`src/rtl/irq_pri_pkg.sv`:
```
package irq_pri_pkg;

    parameter int NUM_SRC = 11;
    parameter int NUM_GRP = 6;
    parameter int NUM_LVL = 4;
    parameter int LVL_W   = $clog2(NUM_LVL);
    parameter int IDX_W   = 4;

    // Group membership follows source index order (polling order)
    function automatic int grp_of(int s);
        if (s < 3)      return 0;
        else if (s < 6) return 1;
        else if (s < 8) return 2;
        else            return s - 5;
    endfunction

endpackage

```
`src/rtl/irq_pri_regs.sv`:
```
module irq_pri_regs #(
    parameter int ADDR_W = 8,
    parameter int DATA_W = 8,
    parameter int N_GRP  = irq_pri_pkg::NUM_GRP,
    parameter logic [ADDR_W-1:0] ADDR_LO = 8'hA9,
    parameter logic [ADDR_W-1:0] ADDR_HI = 8'hB9
) (
    input  logic              clk,
    input  logic              rst_n,
    input  logic [ADDR_W-1:0] addr,
    input  logic              we,
    input  logic [DATA_W-1:0] wdata,
    output logic [DATA_W-1:0] rdata,
    output logic [N_GRP-1:0]  lo_bits,
    output logic [N_GRP-1:0]  hi_bits
);
    localparam logic [DATA_W-1:0] WMASK = DATA_W'((1 << N_GRP) - 1);

    typedef struct packed {
        logic [DATA_W-1:0] lo;
        logic [DATA_W-1:0] hi;
    } pri_t;

    pri_t pri_d, pri_q;

    always_comb begin
        pri_d = pri_q;
        if (we && addr == ADDR_LO) pri_d.lo = wdata & WMASK;
        if (we && addr == ADDR_HI) pri_d.hi = wdata & WMASK;
        rdata = '0;
        if (addr == ADDR_LO) rdata = pri_q.lo;
        if (addr == ADDR_HI) rdata = pri_q.hi;
    end

    always_ff @(posedge clk or negedge rst_n) begin
        if (!rst_n) pri_q <= '0;
        else        pri_q <= pri_d;
    end

    assign lo_bits = pri_q.lo[N_GRP-1:0];
    assign hi_bits = pri_q.hi[N_GRP-1:0];


    lo_write_chk: assert property (@(posedge clk) disable iff (!rst_n)
        (we && addr == ADDR_LO) |=> lo_bits == $past(wdata[N_GRP-1:0]));


    hold_chk: assert property (@(posedge clk) disable iff (!rst_n)
        !we |=> ($stable(lo_bits) && $stable(hi_bits)));

endmodule

```
`src/rtl/irq_pri_pick.sv`:
```
module irq_pri_pick #(
    parameter int N_SRC = irq_pri_pkg::NUM_SRC,
    parameter int N_GRP = irq_pri_pkg::NUM_GRP,
    parameter int LVL_W = irq_pri_pkg::LVL_W,
    parameter int IDX_W = irq_pri_pkg::IDX_W
) (
    input  logic [N_SRC-1:0] active,
    input  logic [N_GRP-1:0] lo_bits,
    input  logic [N_GRP-1:0] hi_bits,
    output logic             sel_vld,
    output logic [IDX_W-1:0] sel_idx,
    output logic [LVL_W-1:0] sel_lvl
);
    logic [LVL_W-1:0] src_lvl [N_SRC];

    for (genvar s = 0; s < N_SRC; s++) begin : g_lvl
        localparam int G = irq_pri_pkg::grp_of(s);
        assign src_lvl[s] = {hi_bits[G], lo_bits[G]};
    end

    // Scan from the highest index down; ">=" lets lower indices win ties
    always_comb begin
        sel_vld = 1'b0;
        sel_idx = '0;
        sel_lvl = '0;
        for (int s = N_SRC - 1; s >= 0; s--) begin
            if (active[s] && (!sel_vld || src_lvl[s] >= sel_lvl)) begin
                sel_vld = 1'b1;
                sel_idx = IDX_W'(s);
                sel_lvl = src_lvl[s];
            end
        end
    end

endmodule

```
`src/rtl/irq_pri_nest.sv`:
```
module irq_pri_nest #(
    parameter int N_LVL = irq_pri_pkg::NUM_LVL,
    parameter int LVL_W = irq_pri_pkg::LVL_W,
    parameter int IDX_W = irq_pri_pkg::IDX_W
) (
    input  logic             clk,
    input  logic             rst_n,
    input  logic             sel_vld,
    input  logic [IDX_W-1:0] sel_idx,
    input  logic [LVL_W-1:0] sel_lvl,
    input  logic             reti,
    output logic             vec_req,
    output logic [IDX_W-1:0] vec_idx,
    output logic             svc_any,
    output logic [LVL_W-1:0] svc_lvl
);
    typedef struct packed {
        logic [N_LVL-1:0] mask;
        logic             req;
        logic [IDX_W-1:0] idx;
    } nest_t;

    nest_t st_d, st_q;
    logic  top_any;
    logic [LVL_W-1:0] top_lvl;
    logic  accept;

    always_comb begin
        top_any = 1'b0;
        top_lvl = '0;
        for (int l = 0; l < N_LVL; l++) begin
            if (st_q.mask[l]) begin
                top_any = 1'b1;
                top_lvl = LVL_W'(l);
            end
        end
        accept = sel_vld && (!top_any || sel_lvl > top_lvl);

        st_d = st_q;
        if (reti && top_any) st_d.mask[top_lvl] = 1'b0;
        if (accept)          st_d.mask[sel_lvl] = 1'b1;
        st_d.req = accept;
        st_d.idx = accept ? sel_idx : '0;
    end

    always_ff @(posedge clk or negedge rst_n) begin
        if (!rst_n) st_q <= '0;
        else        st_q <= st_d;
    end

    assign vec_req = st_q.req;
    assign vec_idx = st_q.idx;
    assign svc_any = top_any;
    assign svc_lvl = top_lvl;


    req_in_svc_chk: assert property (@(posedge clk) disable iff (!rst_n)
        vec_req |-> svc_any);


    accept_lvl_chk: assert property (@(posedge clk) disable iff (!rst_n)
        accept |=> svc_lvl == $past(sel_lvl));


    no_preempt_chk: assert property (@(posedge clk) disable iff (!rst_n)
        (sel_vld && top_any && sel_lvl <= top_lvl) |=> !vec_req);


    reti_pop_chk: assert property (@(posedge clk) disable iff (!rst_n)
        (reti && top_any && !accept) |=>
            $countones(st_q.mask) == $past($countones(st_q.mask)) - 1);

endmodule

```
`src/rtl/irq_pri_resolver.sv`:
```
module irq_pri_resolver #(
    parameter int ADDR_W = 8,
    parameter int DATA_W = 8,
    parameter int N_SRC  = irq_pri_pkg::NUM_SRC,
    parameter int N_GRP  = irq_pri_pkg::NUM_GRP,
    parameter int N_LVL  = irq_pri_pkg::NUM_LVL,
    parameter int IDX_W  = irq_pri_pkg::IDX_W,
    parameter logic [ADDR_W-1:0] ADDR_LO = 8'hA9,
    parameter logic [ADDR_W-1:0] ADDR_HI = 8'hB9
) (
    input  logic              clk,
    input  logic              rst_n,
    input  logic [N_SRC-1:0]  irq_flag,
    input  logic [N_SRC-1:0]  irq_en,
    input  logic              glb_en,
    input  logic [ADDR_W-1:0] sfr_addr,
    input  logic              sfr_we,
    input  logic [DATA_W-1:0] sfr_wdata,
    output logic [DATA_W-1:0] sfr_rdata,
    input  logic              reti,
    output logic              vec_req,
    output logic [IDX_W-1:0]  vec_idx,
    output logic              svc_any,
    output logic [$clog2(N_LVL)-1:0] svc_lvl
);
    localparam int LVL_W = $clog2(N_LVL);

    logic [N_GRP-1:0] lo_bits, hi_bits;
    logic [N_SRC-1:0] active;
    logic             sel_vld;
    logic [IDX_W-1:0] sel_idx;
    logic [LVL_W-1:0] sel_lvl;

    assign active = irq_flag & irq_en & {N_SRC{glb_en}};

    irq_pri_regs #(.ADDR_W(ADDR_W), .DATA_W(DATA_W), .N_GRP(N_GRP),
                   .ADDR_LO(ADDR_LO), .ADDR_HI(ADDR_HI)) u_regs (
        .clk(clk), .rst_n(rst_n), .addr(sfr_addr), .we(sfr_we),
        .wdata(sfr_wdata), .rdata(sfr_rdata),
        .lo_bits(lo_bits), .hi_bits(hi_bits));

    irq_pri_pick #(.N_SRC(N_SRC), .N_GRP(N_GRP), .LVL_W(LVL_W),
                   .IDX_W(IDX_W)) u_pick (
        .active(active), .lo_bits(lo_bits), .hi_bits(hi_bits),
        .sel_vld(sel_vld), .sel_idx(sel_idx), .sel_lvl(sel_lvl));

    irq_pri_nest #(.N_LVL(N_LVL), .LVL_W(LVL_W), .IDX_W(IDX_W)) u_nest (
        .clk(clk), .rst_n(rst_n), .sel_vld(sel_vld), .sel_idx(sel_idx),
        .sel_lvl(sel_lvl), .reti(reti), .vec_req(vec_req),
        .vec_idx(vec_idx), .svc_any(svc_any), .svc_lvl(svc_lvl));


    idx_range_chk: assert property (@(posedge clk) disable iff (!rst_n)
        vec_req |-> vec_idx < IDX_W'(N_SRC));


    glb_off_chk: assert property (@(posedge clk) disable iff (!rst_n)
        !glb_en |=> !vec_req);

endmodule

```
`config.mk`:
```
export PLATFORM = sky130hd
export DESIGN_NAME = irq_pri_resolver
export DESIGN_NICKNAME = d
export VERILOG_FILES = /design/src/rtl/irq_pri_pkg.sv /design/src/rtl/irq_pri_regs.sv /design/src/rtl/irq_pri_pick.sv /design/src/rtl/irq_pri_nest.sv /design/src/rtl/irq_pri_resolver.sv
export SDC_FILE = /design/constraint.sdc
export NUM_CORES = 1
export LEC_CHECK = 0
export BUFFER_PORTS_ARGS = -buffer_cell sky130_fd_sc_hd__buf_2
export CAP_MARGIN = 20
export CORE_MARGIN = 2
export CORE_UTILIZATION = 55
export CTS_BUF_LIST = sky130_fd_sc_hd__clkbuf_8
export CTS_CLUSTER_DIAMETER = 120
export DETAILED_ROUTE_END_ITERATION = 6
export PLACE_DENSITY = 0.83
export SETUP_SLACK_MARGIN = 0.1
export SLEW_MARGIN = 30
export SYNTH_ARGS = -nofsm -noshare
export SYNTH_HDL_FRONTEND = slang
export SYNTH_SLANG_ARGS = --single-unit
```
`constraint.sdc`:
```
create_clock -name clk -period 16.8 [get_ports clk]
set_input_delay 1.68 -clock clk [delete_from_list [all_inputs] [get_ports clk]]
set_output_delay 1.68 -clock clk [all_outputs]
set_load 0.02 [all_outputs]
```
### Word level (Yosys, flattened, before mapping)

Index checks and enable logic that the tools add are counted.

| storage, ports and cells | value |
|---|---|
| register bits after elaboration | 21 |
| bits of input ports | 43 |
| output and inout bits | 16 |
| word-level logic and storage cells | 114 |

| operators by class | value |
|---|---|
| magnitude comparators | 15 |
| equal/unequal tests | 2 |
| mux-type cells | 49 |
| bitwise logic cells | 5 |
| reductions and logical operators | 38 |

Operators with widths:

| kind | number |
|---|---|
| two-way mux 4 bit | 14 |
| two-way mux 2 bit | 13 |
| AND 11 bit | 2 |
| greater-or-equal comparator 2 bit | 10 |
| two-way mux 1 bit | 18 |
| equality test 8 bit, second input constant | 2 |
| logical AND 1 bit | 16 |
| logical NOT 1 bit | 11 |
| logical OR 1 bit | 11 |
| two-way mux 8 bit | 1 |
| < comparator 2 x 3 -> 1 bit, second input constant | 2 |
| two-way mux 6 bit | 1 |
| AND 4 bit | 1 |
| demux 1 bit (select 2 bit) | 2 |
| greater-or-equal comparator 2 x 1 -> 1 bit, second input constant | 2 |
| NOT 4 bit | 1 |
| bitwise OR 4 bit | 1 |
| > comparator 2 bit | 1 |

### Longest topological paths before layout

| logic depth | value |
|---|---|
| depth after elaboration | 49 |
| mapped depth | 70 |
| gate-level depth less buffers | 70 |

### By module

Synthesis repeated with hierarchy kept, for this count alone.

| second synthesis, totals | value |
|---|---|
| cells, all modules | 263 |
| area total of the unflattened synthesis | 2359.8 um^2 |

By module, submodules not included:

| module | times used | cells an instance | area an instance (um^2) | seq. area each (um^2) |
|---|---|---|---|---|
| irq_pri_pick | 1 | 152 | 1123.6 | 0.0 |
| irq_pri_regs | 1 | 46 | 633.1 | 300.3 |
| irq_pri_nest | 1 | 53 | 521.8 | 225.2 |
| irq_pri_resolver | 1 | 12 | 81.3 | 0.0 |

### Worst setup path after synthesis

OpenSTA, ideal clock, no wires.

| timing path | value |
|---|---|
| path kind | input to register |
| start point | input irq_flag[10] |
| end point | register u_nest.st_q[7] in the netlist's numbering |
| arrival time | 15.216 ns |
| path slack | 1.518 ns |
| stages on the path | 69 |
| cell sequence | nand3_1 -> nor2_1 -> ha_1 -> nand2b_4 -> a21oi_1 -> a31oi_1 -> mux2_2 -> ha_1 -> nand2b_1 -> a21oi_1 -> a21oi_2 -> mux2_2 -> ha_1 -> nand2b_1 -> a21oi_1 -> a31oi_1 -> mux2_2 -> ha_1 -> [33 not listed] -> o21ai_1 -> and2_1 -> o21ai_1 -> ha_1 -> nand2b_1 -> a21o_1 -> o21bai_1 -> nand3_4 -> mux2_1 -> ha_1 -> nor2b_1 -> o21ai_0 -> a22oi_1 -> nand2_1 -> inv_1 -> nand3_1 -> o32ai_1 -> a41o_1 |

RTL lines:

| item | line | text |
|---|---|---|
| start: declaration | irq_pri_resolver.sv:13 | `input logic [N_SRC-1:0] irq_flag,` |
| end signal: assignment | irq_pri_nest.sv:48 | `else st_q <= st_d;` |
| end: declaration | irq_pri_nest.sv:23 | `nest_t st_d, st_q;` |

==> reports/metrics.sh <==
ANTENNA_CELLS_INSERTED=0
VIA_PER_INST=6.00
FILL_CELLS=315
CP_SLOWEST_CELL='sky130_fd_sc_hd__a221o_2'
ANTENNA_VIOLATION_NET_COUNT_AFTER_DETAILED_ROUTING=0
SYNTH_XOR_AREA_FRAC=0
HPWLAFTERDP_MM=4.30
VIAS_IN_THE_FIRST_GLOBAL_ROUTE=2010
SYNTH_COMPOUND_AREA_FRAC=0.277
FP.COREAREA_SQ_UM=4000
CTS.REPORTEDPATHS.CLKPINSLEW_PS=70
LARGEST_FAMILY_OF_LOGIC_CELLS_BY_SYNTHESIZED_AREA='compound AO/OA/AOI/OAI gates'
YOSYS_WARNINGS=0
CORE.ROWCOUNT=23
FINAL_UTIL=0.677
NUMPORTBUFFERS=54
COMB_POWER_FRAC=0.520
H_TREE_DEPTH_REPORTED_BY_CTS=1
YOSYS.AREA_SHARE.SIMPLE=0.214
MAX_FREQ_MHz=63.2
FINAL_MAX_SLEW_VIOL_COUNT=0
OUTCOME='finished clean'
DPL-INSTANCE-AREA_SQ_UM=2570
FP.DIEW_MICRONS=68.3
YOSYS-MUX-AREA-FRACTION=0.110
WORST_EP_ARRIVAL_TIME_PS=16010
POST_ROUTE_CELLS_DRIVE_ABOVE_1_SHARE=0.356
YOSYSTOPAREACELL='sky130_fd_sc_hd__dfrtp_1'
GROUTE.USAGE.OVERALL=0.249
FINISHED_LAYOUT_CELL_AREA_SQ_UM=2710
CRITICAL-PATH-TOP-CELL-BY-COUNT='sky130_fd_sc_hd__ha_1'
WORSTSETUPPATHTYPE='in2reg'
DRT-WIRELENGTH-PER-CELL_MICRONS=15.2
GP_ROUTABILITY_CONGESTION=0.916
CTS_HOLD_BUF=0
DR.PASS1.ITERS=4
LEADING_POST_SYNTHESIS_CELLS_BY_INSTANCE_COUNT='21 x sky130_fd_sc_hd__dfrtp_1, 19 x sky130_fd_sc_hd__ha_1, 19 x sky130_fd_sc_hd__nand2_1'
SYNTHADDERAREAFRAC=0.109
FINAL_CLOCK_SKEW_PS=0.803
HP-CLASS='reg2reg'
NUMBER_OF_ENABLE_TYPE_REGISTER_CELLS_IN_THE_SYNTHESIZED_NETLIST=0
VDD_DROP_MAX_mV=0.0766
MAX_SLEW.WORST_PIN.SLEW_PS=646
INTERNAL_POWER_uW=119
TIMING.CRITICAL_PATH.TO_TYPE='flip-flop'
GRT_FIRST_PASS_WIRELENGTH_MM=8.83
POWER.SHARE.SWITCHING=0.408
TOTALWIRELENGTH_MM=5.59
PATH_MAX_FANOUT=8
WORSTSETUPSTARTPOINTTYPE='input pin'
GR-TOTAL-OVERFLOW=0
TIMING.SETUP.TNS_PS=0
FLOP_PWR_SHARE=0.325
DRV_CAP=0
GRT_START_MAX_NET_PINS=22
WORST-ENDPOINT-REQUIRED_PS=17000
PIN_COUNT=59
CTS.PATH.MAX_BUFFERS=2
CTS_MADE_BUFFERS=3
TIMING.FINAL.CRIT_SHARE=0.941
TOTAL_SWITCHING_POWER_uW=82.2
ROUTED-VIA-COUNT=2203
SYN_AREA_SQ_UM=2270
YOSYSMOSTFREQUENTCELL='sky130_fd_sc_hd__dfrtp_1'
TRITONCTS='built'
GRT_SETUP_UNREPAIRED='no'
CLK_LATENCY_PS=260
SYN_AVG_CELL_AREA_SQ_UM=8.71
POWER.DENSITY_nW_PER_UM2=74.4
SYNTH_FF_TYPE='sky130_fd_sc_hd__dfrtp_1'
PLEAK_uW=0.00132
CTSROOTBUFFERMASTER='sky130_fd_sc_hd__clkbuf_8'
AREA_GROWTH_PCT=19.2
SYNTH.DISTINCT_CELLS=65
POSTSYNTH.ASYNCRESETSHARE=1.00
DETAIL_ROUTE.DRC_VIOLATIONS=0
DIE_AREA_SQ_UM=4660
DIE_H_MICRONS=68.3
SYNTH.FF_LATCH_COUNT=21
FIRST_ITERATION_DETAILED_ROUTING_DRC_COUNT=158
INITIAL_CORE_UTIL=0.568
SLEW-LIMIT-HEADROOM=0.568
TIMING.CRITICAL_PATH.SLOWEST_CELL_DELAY_PS=400
ANTENNA_FOUND_INITIAL=0
POST-SYNTH-TOP-AREA-FRACTION=0.231
TIME_THE_WORST_PATH_NEEDS_WITH_I_O_DELAYS_AND_SETUP_PS=15810
TIMING.FINAL.HOLD_VIOLATIONS=0
SETUP_VIOL=0
CLOCK-SINKS=21
NETS=380
NETLIST_INSTANCES=261
YOSYSSEQAREASHARE=0.231
PWR-SHARE-CLK=0.156
YS_TOP_CELLS_BY_AREA='sky130_fd_sc_hd__dfrtp_1 23%, sky130_fd_sc_hd__ha_1 10%, sky130_fd_sc_hd__mux2_2 5.9%, sky130_fd_sc_hd__a21oi_1 3.7%, sky130_fd_sc_hd__mux2i_1 3.5%'
cell usage in the layout, fill, tap and decap left out, types with 3 or more instances in the layout:
master	synthesis	final
sky130_fd_sc_hd__o21a_1	5	5
sky130_fd_sc_hd__a41o_1	4	4
sky130_fd_sc_hd__dfrtp_1	21	21
sky130_fd_sc_hd__mux2i_1	8	8
sky130_fd_sc_hd__nor2_1	18	17
sky130_fd_sc_hd__a22oi_1	3	3
sky130_fd_sc_hd__a21o_1	3	3
sky130_fd_sc_hd__inv_1	16	17
sky130_fd_sc_hd__nand3_1	14	13
sky130_fd_sc_hd__nor2b_1	5	4
sky130_fd_sc_hd__a31oi_2	1	4
sky130_fd_sc_hd__a21oi_2	1	3
sky130_fd_sc_hd__buf_4	7	9
sky130_fd_sc_hd__nand2_1	19	19
sky130_fd_sc_hd__buf_2	1	54
sky130_fd_sc_hd__nand2b_1	9	9
sky130_fd_sc_hd__nor3_1	4	4
sky130_fd_sc_hd__ha_1	19	19
sky130_fd_sc_hd__a21oi_1	17	15
sky130_fd_sc_hd__clkbuf_8	0	3
sky130_fd_sc_hd__mux2_2	12	12
sky130_fd_sc_hd__o21ai_0	15	14
sky130_fd_sc_hd__nand4_1	3	3
registers in the layout, indices dropped and copies added (netlist names):
name and flops:
u_regs.hi_bits 6, u_regs.lo_bits 6, u_nest.st_q 4, u_nest.vec_idx 4, u_nest.vec_req 1
worst max-delay path, delay by kind of cell:
family                     cells  cell delay, ps
AOI/OAI and AO/OA             25            4510
adders and majority gates     11            2960
buffers and inverters          4             670
muxes                          9            2880
and+or+nand+nor               22            3330
area by class of cell:
cell class | count | area [sq um] | share of cell area
clock buffers | 3 | 41.3 | 0.0152
clock inverters | 1 | 3.75 | 0.00139
inverters | 16 | 60.1 | 0.0222
multi-input cells | 213 | 1680 | 0.619
flip-flops and latches | 21 | 526 | 0.194
well taps | 50 | 62.6 | 0.0231
repair buffers | 63 | 338 | 0.125
final timing paths:
path                            slack [ps]               from                 to  cells after the start
min in group asynchronous             1370              rst_n  u_regs.hi_bits[2]                      1
worst min register to register         570  u_regs.hi_bits[5]  u_regs.hi_bits[5]                      1
worst max-delay path                   990             glb_en     u_nest.st_q[7]                     71
worst min-delay path                   570  u_regs.hi_bits[5]  u_regs.hi_bits[5]                      1
max in group asynchronous            15110              rst_n     u_nest.st_q[6]                      1
worst max register to register        2290  u_regs.lo_bits[5]     u_nest.st_q[7]                     70
per-stage QoR:
step | total power (uW) | setup slack, ps | std cells | hold slack, ps
2_1_floorplan | 138 | 1520 | 262 | 502
3_3_place_gp | 163 | 446 | 358 | 549
3_5_place_dp | 165 | 172 | 358 | 558
4_1_cts | 198 | 379 | 362 | 574
5_1_grt | 217 | 47.5 | 367 | 604
6_report | 202 | 990 | 367 | 568
timing repair:
action | in CTS | in global routing
endpoints found under the setup margin | 0 | 9
resized for setup | 0 | 13
buffers inserted | 0 | 5
per-layer routing:
layer | routed length [microns] | up-vias | GRT usage
li1 | - | 1080 | -
met1 | 2530 | 1019 | 0.352
met2 | 2620 | 89 | 0.403
met3 | 340 | 15 | 0.0164
met4 | 101 | 0 | 0.0800
met5 | 0 | - | 0
power by group through the flow:
stage / logic [uW] / registers [uW] / clock network [uW]
2_1_floorplan: 72.3 / 66.2 / 0
4_1_cts: 100 / 65.5 / 32.3
5_1_grt: 116 / 66.8 / 34.0
6_report: 105 / 65.4 / 31.4
3_5_place_dp: 99.2 / 66.0 / 0
3_3_place_gp: 96.6 / 66.3 / 0
kinds of logic after synthesis:
logic type                 count (synthesis)
and+or+nand+nor                           88
AOI/OAI and AO/OA                         81
buffers and inverters                     28
muxes                                     22
DFF                                       21
adders and majority gates                 20
other                                      1
No activity file was read; power rests on OpenSTA's default activity.
